[config.mk]
export PLATFORM = sky130hd
export DESIGN_NAME = dest_addr_filter
export DESIGN_NICKNAME = d
export VERILOG_FILES = /design/src/rtl/daf_pkg.sv /design/src/rtl/daf_cfg_regs.sv /design/src/rtl/daf_addr_hash.sv /design/src/rtl/daf_decide.sv /design/src/rtl/dest_addr_filter.sv
export SDC_FILE = /design/constraint.sdc
export NUM_CORES = 1
export LEC_CHECK = 0
export BUFFER_PORTS_ARGS = -buffer_cell sky130_fd_sc_hd__buf_2
export CAP_MARGIN = 5
export CORE_ASPECT_RATIO = 1.25
export CORE_MARGIN = 5
export CORE_UTILIZATION = 40
export DETAILED_ROUTE_END_ITERATION = 7
export PLACE_DENSITY = 0.6
export SLEW_MARGIN = 30
export SYNTH_ARGS = -nofsm -noshare
export SYNTH_HDL_FRONTEND = slang
export SYNTH_HIERARCHICAL = 1
export SYNTH_SLANG_ARGS = --single-unit
[constraint.sdc]
create_clock -name clk -period 6.3 [get_ports clk]
set_clock_uncertainty 0.05 [all_clocks]
set_input_delay 1.26 -clock clk [delete_from_list [all_inputs] [get_ports clk]]
set_output_delay 1.26 -clock clk [all_outputs]
set_load 0.02 [all_outputs]
[src/rtl/daf_pkg.sv]
package daf_pkg;

   localparam int BYTE_W = 8;
   localparam int CRC_W  = 32;

   // one byte of a right-shifting (bit-reflected) CRC
   function automatic logic [CRC_W-1:0] crc_step(
      input logic [CRC_W-1:0]  crc_in,
      input logic [BYTE_W-1:0] din,
      input logic [CRC_W-1:0]  poly
   );
      logic [CRC_W-1:0] c;
      c = crc_in ^ {{(CRC_W-BYTE_W){1'b0}}, din};
      for (int k = 0; k < BYTE_W; k++) begin
         c = c[0] ? ((c >> 1) ^ poly) : (c >> 1);
      end
      return c;
   endfunction

endpackage

[src/rtl/daf_cfg_regs.sv]
module daf_cfg_regs #(
   parameter int WORD_W    = 16,
   parameter int STA_WORDS = 3,
   parameter int TBL_WORDS = 4,
   parameter int CFG_AW    = 3
) (
   input  logic                          clk,
   input  logic                          rst_n,
   input  logic                          cfg_we,
   input  logic [CFG_AW-1:0]             cfg_addr,
   input  logic [WORD_W-1:0]             cfg_wdata,
   output logic [STA_WORDS*WORD_W-1:0]   sta_o,
   output logic                          promisc_o,
   output logic [TBL_WORDS*WORD_W-1:0]   tbl_o
);

   localparam int MODE_IDX = STA_WORDS;
   localparam int TBL_BASE = STA_WORDS + 1;

   genvar k;
   generate
      for (k = 0; k < STA_WORDS; k++) begin : g_sta
         logic [WORD_W-1:0] w_q;
         always_ff @(posedge clk or negedge rst_n) begin
            if (!rst_n)
               w_q <= '0;
            else if (cfg_we && cfg_addr == CFG_AW'(k))
               w_q <= cfg_wdata;
         end
         assign sta_o[k*WORD_W +: WORD_W] = w_q;
      end

      for (k = 0; k < TBL_WORDS; k++) begin : g_tbl
         logic [WORD_W-1:0] w_q;
         always_ff @(posedge clk or negedge rst_n) begin
            if (!rst_n)
               w_q <= '0;
            else if (cfg_we && cfg_addr == CFG_AW'(TBL_BASE + k))
               w_q <= cfg_wdata;
         end
         assign tbl_o[k*WORD_W +: WORD_W] = w_q;
      end
   endgenerate

   always_ff @(posedge clk or negedge rst_n) begin
      if (!rst_n)
         promisc_o <= 1'b0;
      else if (cfg_we && cfg_addr == CFG_AW'(MODE_IDX))
         promisc_o <= cfg_wdata[0];
   end

endmodule

[src/rtl/daf_addr_hash.sv]
module daf_addr_hash
   import daf_pkg::*;
#(
   parameter int          ADDR_BYTES = 6,
   parameter int          HASH_BITS  = 6,
   parameter logic [31:0] CRC_POLY   = 32'hEDB88320
) (
   input  logic                         clk,
   input  logic                         rst_n,
   input  logic                         byte_valid,
   input  logic                         byte_sof,
   input  logic [BYTE_W-1:0]            byte_data,
   output logic                         last_o,
   output logic [ADDR_BYTES*BYTE_W-1:0] addr_o,
   output logic [HASH_BITS-1:0]         hash_o
);

   localparam int CNT_W = $clog2(ADDR_BYTES + 1);
   localparam logic [CRC_W-1:0] CRC_SEED = '1;

   logic [CNT_W-1:0] cnt_q;      // bytes taken; ADDR_BYTES means idle
   logic [CRC_W-1:0] crc_q;
   logic [CRC_W-1:0] crc_nx;
   logic             take;

   assign take   = byte_valid && (byte_sof || cnt_q < CNT_W'(ADDR_BYTES));
   assign last_o = byte_valid &&
                   (byte_sof ? (ADDR_BYTES == 1) : (cnt_q == CNT_W'(ADDR_BYTES - 1)));
   assign crc_nx = crc_step(byte_sof ? CRC_SEED : crc_q, byte_data, CRC_POLY);
   assign hash_o = crc_nx[CRC_W-1 -: HASH_BITS];

   always_ff @(posedge clk or negedge rst_n) begin
      if (!rst_n) begin
         cnt_q <= CNT_W'(ADDR_BYTES);
         crc_q <= CRC_SEED;
      end else if (take) begin
         cnt_q <= byte_sof ? CNT_W'(1) : cnt_q + CNT_W'(1);
         crc_q <= crc_nx;
      end
   end

   genvar i;
   generate
      for (i = 0; i < ADDR_BYTES; i++) begin : g_slot
         logic [BYTE_W-1:0] b_q;
         logic              wr;
         assign wr = byte_valid &&
                     ((byte_sof && i == 0) || (!byte_sof && cnt_q == CNT_W'(i)));
         always_ff @(posedge clk or negedge rst_n) begin
            if (!rst_n)
               b_q <= '0;
            else if (wr)
               b_q <= byte_data;
         end
         if (i == ADDR_BYTES - 1) begin : g_bypass
            assign addr_o[i*BYTE_W +: BYTE_W] = last_o ? byte_data : b_q;
         end else begin : g_held
            assign addr_o[i*BYTE_W +: BYTE_W] = b_q;
         end
      end
   endgenerate

endmodule

[src/rtl/daf_decide.sv]
module daf_decide #(
   parameter int ADDR_W    = 48,
   parameter int HASH_BITS = 6,
   parameter int WORD_W    = 16,
   parameter int TBL_WORDS = 4
) (
   input  logic                        clk,
   input  logic                        rst_n,
   input  logic                        last_i,
   input  logic [ADDR_W-1:0]           addr_i,
   input  logic [HASH_BITS-1:0]        hash_i,
   input  logic [ADDR_W-1:0]           sta_i,
   input  logic                        promisc_i,
   input  logic [TBL_WORDS*WORD_W-1:0] tbl_i,
   output logic                        dec_valid,
   output logic                        dec_accept
);

   localparam int BIT_W  = $clog2(WORD_W);
   localparam int WIDX_W = HASH_BITS - BIT_W;

   logic tbl_hit;
   logic sta_hit;
   logic group;
   logic accept_c;

   generate
      if (TBL_WORDS == 1) begin : g_flat
         assign tbl_hit = tbl_i[hash_i[BIT_W-1:0]];
      end else begin : g_words
         logic [WORD_W-1:0] word_sel;
         logic [WIDX_W-1:0] widx;
         assign widx     = hash_i[HASH_BITS-1 -: WIDX_W];
         assign word_sel = tbl_i[widx*WORD_W +: WORD_W];
         assign tbl_hit  = word_sel[hash_i[BIT_W-1:0]];
      end
   endgenerate

   assign group    = addr_i[0];
   assign sta_hit  = (addr_i == sta_i);
   assign accept_c = promisc_i || (group ? tbl_hit : sta_hit);

   always_ff @(posedge clk or negedge rst_n) begin
      if (!rst_n) begin
         dec_valid  <= 1'b0;
         dec_accept <= 1'b0;
      end else begin
         dec_valid  <= last_i;
         dec_accept <= last_i && accept_c;
      end
   end

endmodule

[src/rtl/dest_addr_filter.sv]
module dest_addr_filter #(
   parameter int          ADDR_BYTES = 6,
   parameter int          WORD_W     = 16,
   parameter int          HASH_BITS  = 6,
   parameter int          CFG_AW     = 3,
   parameter logic [31:0] CRC_POLY   = 32'hEDB88320
) (
   input  logic              clk,
   input  logic              rst_n,
   input  logic              cfg_we,
   input  logic [CFG_AW-1:0] cfg_addr,
   input  logic [WORD_W-1:0] cfg_wdata,
   input  logic              byte_valid,
   input  logic              byte_sof,
   input  logic [7:0]        byte_data,
   output logic              dec_valid,
   output logic              dec_accept
);

   localparam int ADDR_W    = ADDR_BYTES * 8;
   localparam int STA_WORDS = ADDR_W / WORD_W;
   localparam int TBL_BITS  = 1 << HASH_BITS;
   localparam int TBL_WORDS = TBL_BITS / WORD_W;
   localparam int CFG_WORDS = STA_WORDS + 1 + TBL_WORDS;

   generate
      if (ADDR_W % WORD_W != 0) begin : g_chk_sta
         $error("address width must be a whole number of config words");
      end
      if (TBL_BITS % WORD_W != 0 || HASH_BITS < $clog2(WORD_W)) begin : g_chk_tbl
         $error("hash table must be a whole number of config words");
      end
      if (HASH_BITS > 32 || HASH_BITS < 1) begin : g_chk_hash
         $error("hash width must fit the CRC register");
      end
      if ((1 << CFG_AW) < CFG_WORDS) begin : g_chk_cfg
         $error("config address too narrow for the word map");
      end
   endgenerate

   logic                        last_w;
   logic [ADDR_W-1:0]           addr_w;
   logic [HASH_BITS-1:0]        hash_w;
   logic [ADDR_W-1:0]           sta_w;
   logic                        promisc_w;
   logic [TBL_WORDS*WORD_W-1:0] tbl_w;

   daf_cfg_regs #(
      .WORD_W   (WORD_W),
      .STA_WORDS(STA_WORDS),
      .TBL_WORDS(TBL_WORDS),
      .CFG_AW   (CFG_AW)
   ) u_cfg (
      .clk      (clk),
      .rst_n    (rst_n),
      .cfg_we   (cfg_we),
      .cfg_addr (cfg_addr),
      .cfg_wdata(cfg_wdata),
      .sta_o    (sta_w),
      .promisc_o(promisc_w),
      .tbl_o    (tbl_w)
   );

   daf_addr_hash #(
      .ADDR_BYTES(ADDR_BYTES),
      .HASH_BITS (HASH_BITS),
      .CRC_POLY  (CRC_POLY)
   ) u_hash (
      .clk       (clk),
      .rst_n     (rst_n),
      .byte_valid(byte_valid),
      .byte_sof  (byte_sof),
      .byte_data (byte_data),
      .last_o    (last_w),
      .addr_o    (addr_w),
      .hash_o    (hash_w)
   );

   daf_decide #(
      .ADDR_W   (ADDR_W),
      .HASH_BITS(HASH_BITS),
      .WORD_W   (WORD_W),
      .TBL_WORDS(TBL_WORDS)
   ) u_dec (
      .clk       (clk),
      .rst_n     (rst_n),
      .last_i    (last_w),
      .addr_i    (addr_w),
      .hash_i    (hash_w),
      .sta_i     (sta_w),
      .promisc_i (promisc_w),
      .tbl_i     (tbl_w),
      .dec_valid (dec_valid),
      .dec_accept(dec_accept)
   );

endmodule

==> results of run 1 <==
==> cells by family after synthesis <==
logic type	count (synthesis)	share of synthesized area
DFF	198	0.500
muxes	187	0.237
xor gates and xnor gates	119	0.121
and+or+nand+nor	108	0.0566
buffers and inverters	75	0.0441
AOI/OAI and AO/OA	56	0.0351
adders and majority gates	5	0.00626
==> layout by cell type, fill, tap and decap left out, types with 5 or more instances in the layout <==
master,instances
dfstp_2,34
nor4_1,8
xor2_1,37
mux2_4,10
nand2_1,33
ha_1,5
clkbuf_16,17
buf_2,32
mux2_2,156
o22ai_1,8
dfrtp_1,164
inv_1,22
nand4_1,5
nor2_1,35
o21ai_0,22
xnor2_1,70
buf_4,9
nor2b_1,5
mux4_2,7
mux4_1,10
==> power breakdown <==
| part | switching (mW) | leakage [nW] | internal (mW) | total (mW) |
|---|---|---|---|---|
| clock | 0.528 | 0.307 | 0.647 | 1.17 |
| combinational | 1.03 | 1.96 | 1.13 | 2.15 |
| sequential | 0.283 | 2.35 | 1.75 | 2.04 |
| total | 1.84 | 4.62 | 3.53 | 5.37 |
==> worst max-delay path by stage <==
stage                             to  slack [ps]  depth (start not counted)
global route        u_dec/dec_accept        1870                         11
floorplan           u_dec/dec_accept        2480                         11
finish              u_dec/dec_accept        2180                         11
global placement    u_dec/dec_accept        1700                         11
detailed placement  u_dec/dec_accept        1690                         11
CTS                 u_dec/dec_accept        2110                         11
==> final cells by class <==
| class | instances | area, um2 | share of cell area |
|---|---|---|---|
| Sequential cell | 198 | 5000 | 0.456 |
| Multi-Input combinational cell | 475 | 4580 | 0.418 |
| Clock buffer | 18 | 429 | 0.0392 |
| Tap cell | 330 | 413 | 0.0377 |
| Timing Repair Buffer | 42 | 241 | 0.0220 |
| Clock inverter | 14 | 208 | 0.0190 |
| Inverter | 22 | 82.6 | 0.00754 |
==> worst max-delay path, cell delays in order <==
cell and delay [ps]:
buf_2 270, xnor2_4 180, xnor2_4 140, buf_4 380
xor2_4 670, mux4_1 630, and2_1 170, a2111oi_0 380
a31oi_1 80, nand3_1 100, nand3_1 90
==> sequential cells by signal, indices dropped and copies added, names as in the netlist <==
signal and flops:
u_cfg/g_tbl.w_q 64, u_cfg/g_sta.w_q 48, u_hash/g_slot.b_q 48, u_hash/crc_q 32
u_hash/cnt_q 3, u_cfg/promisc_o 1, u_dec/dec_accept 1, u_dec/dec_valid 1
==> per-stage QoR <==
step	total power, mW	instances
2_1_floorplan	3.80	748
3_3_place_gp	4.19	1067
6_report	5.37	1099
4_1_cts	5.43	1099
5_1_grt	5.68	1099
3_5_place_dp	4.23	1067
==> metal layers <==
metal  global-route usage  vias up
li1                     -     2614
met1                0.213     2932
met2                0.280       71
met3               0.0245       21
met4               0.0482        0
met5                    0        -
==> impl_metrics.toml, run 1 <==
[clocking]
h-tree-depth = 4
clock_latency_ps = 430
cts_setup_buffers = 0
cts_tree = "done"
post_cts_resized = 0
cts_hold_buf = 0
cts.clk_slew.worst_paths_ps = 80
numCtsBuffers = 17
numClockSinks = 198
ctsLongestPathBuffers = 2
cts_root_buf = "clkbuf_16"

[placed_design]
preCtsSetupSlack_ps = 1690
routabilityCongestion = 0.831
hpwl_mm = 15.4
dpl_cell_area_mm2 = 0.0103
io_buffers = 33

[critical_path]
r2r-start = "u_hash/crc_q[1]"
crit_path_end_kind = "flip-flop"
r2r_slack_ps = 2490
start_kind = "input port"
worstPathArrival_ps = 4370
r2r_cells = 11
cp_max_fo = 21
crit_start = "byte_data[7]"
required_ps = 6560
rr_endpoint = "u_dec/dec_accept"
critical_path_class = "input port to flip-flop"

[job]
max_cap_viol_count = 0

[synth]
ys_seq_elements = 198
ys_types = 59
synth_top_cells_by_count = "164 x dfrtp_1, 156 x mux2_2, 70 x xnor2_1, 37 x xor2_1, 35 x nor2_1"
ys.flop_type = "dfrtp_1"
syn_avg_cell_area_um2 = 13.4
synth-async-reset-ratio = 1.00
mappedNetlistArea_mm2 = 0.00999
synth_top_area_frac = 0.411
synth_area_leaders = "dfrtp_1 41%, mux2_2 18%, dfstp_2 8.9%, xnor2_1 6.1%, xor2_1 3.2%"
syn-num-nets = 785
synth_edf_count = 0
yosys_warnings = 6
yosys.cell_count.top_type = "dfrtp_1"
synthCells = 748
yosysTopAreaCell = "dfrtp_1"
ys_seq_area_frac = 0.500

[power]
powerDensity_mw_per_mm2 = 490
leakagePower_nw = 4.62
peakVddDrop_mv = 0.200

[sta]
worstMarginPinSlew_ps = 782
period_share = 0.653
hold_viol = 0
relSlewSlack = 0.479
layout_setup_ws_ps = 2180
setup_viol = 0
tns_ps = 0
hold-worst-slack_ps = 412
min_period_ps = 4120
slew_viol_final = 0
rsz0062_at_grt = "false"
fmax_ghz = 0.243

[detailed_routing]
drtIter0Drc = 242
num_vias = 5638
antenna_left = 0
wl_per_cell_um = 20.5
drt_pass1_iterations = 5
top_layer = "met4"
drt_wl_total_mm = 22.5
wl_met3_um = 602
wl_met2_mm = 11.7
drcViolationCount = 0
drt-met1-wl_mm = 9.82
drt-vias-per-instance = 5.13

[hold_path]
hold_path.class = "flip-flop to flip-flop"
holdCritStartpoint = "u_hash/crc_q[16]"
worstHoldPathCells = 2
worst_hold_path.endpoint = "u_hash/crc_q[16]"

[layout]
final_nets = 793
antenna_cells = 0
final_util = 0.446
fin_area_mm2 = 0.0110
num-fill-cells = 2282
drive_above_1_share = 0.390
area_delta_synth_final_pct = 9.62

[die]
core_mm2 = 0.0246
die_area_mm2 = 0.0283
initial_utilization = 0.406
die_h_um = 187
fp.dieW_um = 151
fp-row-count = 64
top_level_ports = 34

[outcome]
status = "complete, no violations"

[grt]
grt_max_degree = 96
antenna_found_initial = 0
grt_pass1_vias = 5955
grt.total_usage = 0.164
overflow = 0
grt_first_pass_wirelength_mm = 35.3
No activity file was read; power rests on OpenSTA's default activity.
==> inputs of run 2 (changes only) <==
clock period = 4.3 ns   (was 6.3 ns; I/O delays follow)
==> impl_metrics.toml, run 2 (synthesized netlist as in run 1, its figures left out) <==
[outcome]
status = "complete, no violations"

[job]
max_cap_viol_count = 0

[sta]
worstMarginPinSlew_ps = 833
fmax_ghz = 0.297
slew_viol_final = 0
tns_ps = 0
rsz0062_at_grt = "false"
min_period_ps = 3360
hold_viol = 0
setup_viol = 0
relSlewSlack = 0.445
period_share = 0.782

[power]
fin_total_pwr_mw = 7.79
powerDensity_mw_per_mm2 = 707
peakVddDrop_mv = 0.344
leakagePower_nw = 4.65

[layout]
drive_above_1_share = 0.397
final_common_cell = "dfrtp_1"
antenna_cells = 0
top_register = "u_cfg/g_tbl.w_q"
area_delta_synth_final_pct = 10.2
largestRegisters = "u_cfg/g_tbl.w_q x64, u_cfg/g_sta.w_q x48, u_hash/g_slot.b_q x48"
regArea_mm2 = 0.00500
multi_input_area_mm2 = 0.00458
final_nets = 803
num-fill-cells = 2296
largest_register_ffs = 64
final_cell_mix = "164 x dfrtp_1, 156 x mux2_2, 70 x xnor2_1"

[clocking]
ctsLongestPathBuffers = 2
clock_latency_ps = 440
numCtsBuffers = 17
cts_hold_buf = 0
h-tree-depth = 4
cts_setup_buffers = 0
cts_root_buf = "clkbuf_16"
numClockSinks = 198
cts.clk_slew.worst_paths_ps = 80
post_cts_resized = 0
cts_tree = "done"

[critical_path]
cpMostUsedCell = "nand3_1"
crit_path_end_kind = "flip-flop"
path_cells = "xnor2_1 > nor2_2 > xnor2_4 > xor2_4 > buf_4 > mux4_1 > a2111oi_0 > a31oi_1 > nand3_1 > nand3_1"
r2r-start = "u_hash/crc_q[0]"
max_stage_delay_ps = 620
start_kind = "flip-flop"
r2r_cells = 10
cp_max_fo = 8
r2r_slack_ps = 940
rr_endpoint = "u_dec/dec_accept"
required_ps = 4570
slowest_stage = "dfstp_2"
critical_path_class = "flip-flop to flip-flop"
worstPathArrival_ps = 3630

[grt]
overflow = 0
grt.total_usage = 0.171
grt_pass1_vias = 6046
grt_max_degree = 106
antenna_found_initial = 0
grt_first_pass_wirelength_mm = 36.4

[die]
top_level_ports = 34
core_mm2 = 0.0246
fp.dieW_um = 151
die_area_mm2 = 0.0283
fp-row-count = 64
die_h_um = 187
initial_utilization = 0.406

[detailed_routing]
drt-vias-per-instance = 5.15
drcViolationCount = 0
wl_per_cell_um = 20.6
drt_wl_total_mm = 22.9
num_vias = 5708
drt_pass1_iterations = 4
antenna_left = 0
drtIter0Drc = 302

[hold_path]
hold_path.class = "flip-flop to flip-flop"
worstHoldPathCells = 2
worst_hold_path.endpoint = "u_hash/crc_q[20]"
holdCritStartpoint = "u_hash/crc_q[20]"

[placed_design]
hpwl_mm = 16.2
io_buffers = 33
routabilityCongestion = 0.904
[run 2: cell count changes in the layout (fill, tap and decap cells not counted)]
cell and change:
clkinv_8 +1, inv_6 -2, buf_4 +9, inv_8 +3
o21ai_1 +1, buf_8 +1, o21ai_2 -1, buf_12 +1
bufinv_16 -2, clkbuf_8 -1
[run 2: through the flow]
stage	area, um2	util	hold WS [ps]	std cells	worst slack, ps
final	11000	0.448	419	1109	938
after global placement	10400	0.423	401	1077	574
after global routing	11000	0.448	437	1109	666
after floorplan	9990	-	392	748	881
after CTS	11000	0.448	417	1109	904
after detailed placement	10400	0.423	404	1077	453
[run 2: power by group]
group / total, mW / switching [mW] / internal, mW
clock: 1.63 / 0.791 / 0.842
sequential: 3.01 / 0.441 / 2.57
combinational: 3.14 / 1.45 / 1.69
total: 7.79 / 2.68 / 5.11
[run 2: worst max path at each step]
stage	from	endpoint	slack, ps
finish	u_hash/crc_q[0]	u_dec/dec_accept	940
floorplan	byte_data[0]	u_dec/dec_accept	880
detailed placement	byte_data[1]	u_dec/dec_accept	450
global route	u_hash/crc_q[1]	u_dec/dec_accept	670
CTS	u_hash/crc_q[1]	u_dec/dec_accept	900
global placement	byte_sof	u_dec/dec_accept	570
[run 2: final cells by class]
cell class                 instances  area share
sequential                       198       0.454
clock inverter                    14      0.0164
multi-input combinational        475       0.416
clock buffer                      18      0.0390
inverter                          22     0.00750
timing repair buffer              52      0.0300
tap                              330      0.0375
[run 2: metal layers]
layer,global-route usage,up-vias,wire (um)
met5,0,-,0
met4,0.0506,0,397
met3,0.0257,25,815
met2,0.283,92,11700
met1,0.231,2946,9970
li1,-,2645,-
[run 2: critical path, delay by kind of cell (launching register included)]
kind / cells / cell delay (ps)
buf+inv: 1 / 250
mux: 1 / 550
xor+xnor: 3 / 850
simple gates: 3 / 270
compound gates: 2 / 650
flops: 1 / 620
